**src/rtl/lock_elide_pkg.sv**
```systemverilog
package lock_elide_pkg;
  typedef enum logic [2:0] {
    ST_IDLE   = 3'd0,
    ST_CHECK  = 3'd1,
    ST_ELIDE  = 3'd2,
    ST_COMMIT = 3'd3,
    ST_ABORT  = 3'd4
  } elide_state_e;

  localparam logic [1:0] OP_LOAD  = 2'b00;
  localparam logic [1:0] OP_STORE = 2'b01;
  localparam logic [1:0] OP_RMW   = 2'b10;
endpackage

```
**src/rtl/lock_shadow.sv**
```systemverilog
module lock_shadow #(
  parameter int AW = 8,
  parameter int DW = 8
) (
  input  logic          clk,
  input  logic          rst_n,
  input  logic          capture,
  input  logic          clear,
  input  logic [AW-1:0] cap_addr,
  input  logic [DW-1:0] cap_free,
  input  logic [DW-1:0] cap_taken,
  input  logic [AW-1:0] probe_addr,
  input  logic [DW-1:0] probe_data,
  input  logic [DW-1:0] rd_data,
  output logic          addr_match,
  output logic          data_is_free,
  output logic          rd_is_free,
  output logic [DW-1:0] taken_val
);
  logic          held_q;
  logic [AW-1:0] addr_q;
  logic [DW-1:0] free_q;
  logic [DW-1:0] taken_q;

  always_ff @(posedge clk or negedge rst_n) begin
    if (!rst_n) begin
      held_q <= 1'b0;
    end else if (clear) begin
      held_q <= 1'b0;
    end else if (capture) begin
      held_q <= 1'b1;
    end
  end

  always_ff @(posedge clk or negedge rst_n) begin
    if (!rst_n) begin
      addr_q  <= '0;
      free_q  <= '0;
      taken_q <= '0;
    end else if (clear) begin
      addr_q  <= '0;
      free_q  <= '0;
      taken_q <= '0;
    end else if (capture) begin
      addr_q  <= cap_addr;
      free_q  <= cap_free;
      taken_q <= cap_taken;
    end
  end

  assign addr_match   = held_q && (probe_addr == addr_q);
  assign data_is_free = (probe_data == free_q);
  assign rd_is_free   = (rd_data == free_q);
  assign taken_val    = taken_q;
endmodule

```
**src/rtl/elide_fsm.sv**
```systemverilog
module elide_fsm
  import lock_elide_pkg::*;
(
  input  logic         clk,
  input  logic         rst_n,
  input  logic         op_valid,
  input  logic [1:0]   op_kind,
  input  logic         hint_acq,
  input  logic         hint_rel,
  input  logic         tx_abort,
  input  logic         addr_match,
  input  logic         data_is_free,
  input  logic         rd_is_free,
  output elide_state_e state,
  output logic         capture,
  output logic         clear,
  output logic         consume,
  output logic         fallback
);
  elide_state_e state_q, state_d;
  logic         fb_q, fb_d;
  logic         acq_rmw, rel_st, fb_clr;

  assign acq_rmw = op_valid && hint_acq && (op_kind == OP_RMW);
  assign rel_st  = op_valid && hint_rel && (op_kind == OP_STORE);

  always_comb begin
    state_d = state_q;
    capture = 1'b0;
    consume = 1'b0;
    fb_clr  = 1'b0;
    unique case (state_q)
      ST_IDLE: begin
        if (acq_rmw) begin
          if (fb_q) begin
            fb_clr = 1'b1;
          end else begin
            capture = 1'b1;
            consume = 1'b1;
            state_d = ST_CHECK;
          end
        end
      end
      ST_CHECK: begin
        state_d = (tx_abort || !rd_is_free) ? ST_ABORT : ST_ELIDE;
      end
      ST_ELIDE: begin
        if (tx_abort || (op_valid && hint_acq)) begin
          state_d = ST_ABORT;
        end else if (rel_st) begin
          if (addr_match && data_is_free) begin
            consume = 1'b1;
            state_d = ST_COMMIT;
          end else begin
            state_d = ST_ABORT;
          end
        end
      end
      ST_COMMIT: state_d = ST_IDLE;
      ST_ABORT:  state_d = ST_IDLE;
      default:   state_d = ST_IDLE;
    endcase
  end

  always_comb begin
    fb_d = fb_q;
    if (state_d == ST_ABORT && state_q != ST_ABORT) begin
      fb_d = 1'b1;
    end else if (fb_clr) begin
      fb_d = 1'b0;
    end
  end

  always_ff @(posedge clk or negedge rst_n) begin
    if (!rst_n) begin
      state_q <= ST_IDLE;
      fb_q    <= 1'b0;
    end else begin
      state_q <= state_d;
      fb_q    <= fb_d;
    end
  end

  assign state    = state_q;
  assign clear    = (state_q == ST_COMMIT) || (state_q == ST_ABORT);
  assign fallback = fb_q;
endmodule

```
**src/rtl/lock_elide_ctrl.sv**
```systemverilog
module lock_elide_ctrl
  import lock_elide_pkg::*;
#(
  parameter int AW = 8,
  parameter int DW = 8
) (
  input  logic          clk,
  input  logic          rst_n,
  input  logic          op_valid,
  input  logic [1:0]    op_kind,
  input  logic [AW-1:0] op_addr,
  input  logic [DW-1:0] op_wdata,
  input  logic [DW-1:0] op_cmp,
  input  logic          hint_acq,
  input  logic          hint_rel,
  input  logic [DW-1:0] lock_rdata,
  input  logic          tx_abort,
  output logic          mem_req,
  output logic          fwd_hit,
  output logic [DW-1:0] fwd_data,
  output logic          txn_begin,
  output logic          elide_active,
  output logic          txn_commit,
  output logic          txn_abort,
  output logic          fallback
);
  elide_state_e  state;
  logic          capture, clear, consume;
  logic          addr_match, data_is_free, rd_is_free;
  logic [DW-1:0] taken_val;

  elide_fsm u_fsm (
    .clk          (clk),
    .rst_n        (rst_n),
    .op_valid     (op_valid),
    .op_kind      (op_kind),
    .hint_acq     (hint_acq),
    .hint_rel     (hint_rel),
    .tx_abort     (tx_abort),
    .addr_match   (addr_match),
    .data_is_free (data_is_free),
    .rd_is_free   (rd_is_free),
    .state        (state),
    .capture      (capture),
    .clear        (clear),
    .consume      (consume),
    .fallback     (fallback)
  );

  lock_shadow #(.AW(AW), .DW(DW)) u_shadow (
    .clk          (clk),
    .rst_n        (rst_n),
    .capture      (capture),
    .clear        (clear),
    .cap_addr     (op_addr),
    .cap_free     (op_cmp),
    .cap_taken    (op_wdata),
    .probe_addr   (op_addr),
    .probe_data   (op_wdata),
    .rd_data      (lock_rdata),
    .addr_match   (addr_match),
    .data_is_free (data_is_free),
    .rd_is_free   (rd_is_free),
    .taken_val    (taken_val)
  );

  assign elide_active = (state == ST_ELIDE);
  assign txn_begin    = (state == ST_CHECK);
  assign txn_commit   = (state == ST_COMMIT);
  assign txn_abort    = (state == ST_ABORT);

  assign fwd_hit  = elide_active && op_valid && (op_kind == OP_LOAD) && addr_match;
  assign fwd_data = fwd_hit ? taken_val : '0;
  assign mem_req  = op_valid && !consume && !fwd_hit;
endmodule

```
**config.mk**
```make
export PLATFORM = sky130hd
export DESIGN_NAME = lock_elide_ctrl
export DESIGN_NICKNAME = d
export VERILOG_FILES = /design/src/rtl/lock_elide_pkg.sv /design/src/rtl/lock_shadow.sv /design/src/rtl/elide_fsm.sv /design/src/rtl/lock_elide_ctrl.sv
export SDC_FILE = /design/constraint.sdc
export NUM_CORES = 1
export LEC_CHECK = 0
export CORE_UTILIZATION = 45
export DETAILED_ROUTE_END_ITERATION = 7
export GPL_TIMING_DRIVEN = 0
export PLACE_DENSITY = 0.78
export SETUP_SLACK_MARGIN = 0.05
export SLEW_MARGIN = 40
export SYNTH_ARGS = -nofsm -noshare
export SYNTH_HDL_FRONTEND = slang
export SYNTH_SLANG_ARGS = --single-unit
export TNS_END_PERCENT = 10
```
**constraint.sdc**
```tcl
create_clock -name clk -period 1.8 [get_ports clk]
set_input_delay 0.36 -clock clk [delete_from_list [all_inputs] [get_ports clk]]
set_output_delay 0.36 -clock clk [all_outputs]
set_load 0.03 [all_outputs]
```
==> run metrics <==
CTS H-tree depth=2; setup repair after global routing missed its margin=true; flop-to-flop setup slack=about 0.08 ns; post-synthesis cell type with the largest combined area=dfrtp_1; Largest stage delay, worst path=roughly 0.5 ns; Worst Setup Start Kind=input pin; post-detail-place hpwl=approximately 3.0 mm; nets in the synthesized netlist=between 200 and 250; maximum VDD drop=about 0.00048 V; pin count of the biggest net entering global routing=30; GR Util All Layers=around 25%; clock tree from TritonCTS=yes; Storage cell area=728.2 sq um; number of remaining DRC errors=0; total standard cell area after synthesis=~1600 sq um; final std cell area, no fill=between 2000 and 2500 sq um; Critical Path End Type=output port; final hold violation count=0; Cell Pwr Density=781.4 nW/um^2; buffer type at the clock tree root=clkbuf_4; worst setup skew after layout=approximately 0.0055 ns; Max Clk Rate=0.4244 GHz; multi-input gate area in the final layout=912.1 sq um; number of warnings printed during yosys synthesis=0; synthesis-to-layout area growth=51.51%; number of flops mapped to enable cells by yosys=0; failing checks=negative setup slack; share of the core filled with cells=between 70% and 80%; count of port buffers added during placement=54; total number of vias=approximately 1.5k; clock transition at the registers of the reported paths=approximately 0.090 ns; max-cap violations=0; drt total wl=4.266 mm; worst setup slack after layout=-0.5564 ns; headroom to the max-slew limit=about 58%; minimum clock period=2.356 ns; top cells by area, synth=dfrtp_1 46%, nand2_1 13%, xor2_1 13%, o21ai_0 7.3%, and2_1 3.6%; Post-DP Area=roughly 2200 sq um; outcome=complete, but fails checks; sequential cell area fraction in the yosys report=45.96%; wire length of the first global-routing pass=around 6.7 mm; antenna cell count=0; cts bufs inserted=5; fin. max-slew vios=0; insertion delay of the later-clocked pin in the worst-skew pair=roughly 0.32 ns; count of filler cells inserted in the layout=264; number of antenna violations at the first check in global routing=0; cell breakdown of the critical path=clkdlybuf4s50_1 -> xor2_1 -> nor3_1 -> nand4_1 -> buf_6 -> nor2_4 -> buf_4 -> nor4b_2 -> buf_4; number of DRC violations after detailed-routing iteration 0=92; data required time of the critical path=1.44 ns; most common flop cell mapped by yosys=dfrtp_1; Crit path arrival time=roughly 2 ns; Critical R2R Launch=u_fsm.state[0]$_DFF_PN0_; Core ar.=~3300 sq um; FFs w/ async S/R, synth=between 90% and 100%; number of placement rows=21; area share of the leading cell type in the synthesized netlist=between 40% and 50%; vias in the first global route=1385; dominant cell by count in the synthesized netlist=nand2_1; starting utilization of the core area=between 40 and 50%; setup slack at placement=-1.311 ns; total number of clock tree sinks=29; Max clock buf depth=2; DIE AREA=roughly 3700 sq um; Net count, final=roughly 290; Syn Inst Count=181; Tightest Pin Transition=between 0.6 and 0.7 ns; Avg Cell Area, Syn=approximately 8.7 sq um; vias per inst=~5.1; post-cts hold buffer count=0; Chip Width=between 60 and 70 um; remaining global-route overflow=0; #FFs+latches synth=29; Die Y=between 60 and 70 um; Crit path top cell by count=buf_4; fraction of the cycle the final worst path needs=130.9%; biggest fanout along the worst timing path=5; Netlist cell types=27; Leak=~1.1 nW; fraction of final layout cells with drive strength greater than 1=22.18%; CP max-delay cell=clkdlybuf4s50_1; Pre-antenna DRT Iters=4; post-detailed-route count of antenna-violating nets=0; Min-Delay Path Class=input pin to async pin; r2r endpoint=u_shadow.taken_val[4]$_DFFE_PN0P_; number of top-level design ports=55; weighted congestion reported at the end of routability-driven placement=0.8649; critical setup path kind=input pin to output port; WL per Instance=approximately 15 um; ranking of synthesized cells by instance count=54 x nand2_1, 29 x dfrtp_1, 23 x o21ai_0, 23 x xor2_1, 9 x and2_1; number of cells on the worst reg-to-reg path=6; Final Setup Violations=11
logic make-up (layout without fill, tap and decap cells):
| logic type | after synthesis | in the layout | synth area share (%) |
|---|---|---|---|
| AND/OR/NAND/NOR | 92 | 93 | 28.92 |
| buffers and inverters | 7 | 73 | 2.139 |
| AO/OA/AOI/OAI | 29 | 29 | 9.667 |
| XOR/XNOR | 24 | 24 | 13.31 |
| flip-flops | 29 | 29 | 45.96 |
worst max-delay path by stage:
stage	slack, ns	to	start	depth (start not counted)
finish	-0.56	mem_req	op_addr[6]	9
global route	-0.63	mem_req	u_shadow.addr_q[4]$_DFFE_PN0P_	7
CTS	-0.58	mem_req	u_shadow.addr_q[4]$_DFFE_PN0P_	7
detailed placement	-1.31	mem_req	op_addr[5]	7
global placement	-1.34	mem_req	op_addr[5]	7
floorplan	-0.16	fwd_data[1]	u_fsm.state[0]$_DFF_PN0_	4
metrics by stage:
| step | setup TNS, ns | power [mW] | instances | hold slack, ns |
|---|---|---|---|---|
| 2_1_floorplan | -3.429 | 1.104 | 181 | 0.06441 |
| 3_3_place_gp | -27.26 | 1.281 | 281 | 0.4692 |
| 3_5_place_dp | -23.88 | 1.298 | 281 | 0.4179 |
| 4_1_cts | -4.530 | 1.857 | 293 | 0.06095 |
| 5_1_grt | -5.620 | 1.984 | 294 | 0.06999 |
| 6_report | -4.424 | 1.869 | 294 | 0.04092 |
placed cells by master (no fill, tap or decap), types with 5 or more instances in the layout:
cell type and count:
xor2_1 23, nand3_1 5, clkbuf_4 8, dfrtp_1 27, clkdlybuf4s50_1 30, dlygate4sd2_1 5, o21ai_0 23, buf_6 9
nand2_1 54, buf_4 6, buf_2 7
where the power goes:
group          total (mW)  switching [mW]  internal (mW)
sequential          0.893           0.111          0.782
clock               0.556           0.224          0.332
combinational       0.421           0.202          0.219
area by class of cell:
cell class / instances / share of cell area (%)
Multi-Input combinational cell: 146 / 38.13
Tap cell: 46 / 2.406
Clock inverter: 1 / 1.255
Clock buffer: 7 / 2.301
Timing Repair Buffer: 58 / 23.59
Buffer: 7 / 1.883
Sequential cell: 29 / 30.44
per-layer routing:
metal  routed length [um]  up-vias  global-route usage [%]
met5                    0        -                       0
met2                 2169       43                   40.06
met1                 1873      724                   34.23
li1                     -      744                       -
met4                   26        0                   6.818
met3                  196        2                   6.513
sequential cells by signal (all words and copies together) (netlist names):
name,count
u_fsm.fallback,1
u_shadow.held_q,1
u_shadow.free_q,8
u_shadow.taken_val,8
u_fsm.state,3
u_shadow.addr_q,8
repair_timing:
item | in CTS | in global routing
buffers inserted | 3 | 1
gates cloned | 1 | 0
resized for setup | 103 | 16
hold endpoints to repair | 0 | 0
endpoints found under the setup margin | 43 | 42
pin swaps | 10 | 9
critical path: cells and delay by family:
kind	cells	cell delay, ns
buffers and inverters	4	0.98
xor gates and xnor gates	1	0.16
and+or+nand+nor	4	0.48
Note: power is estimated with default switching activity, not from simulation.
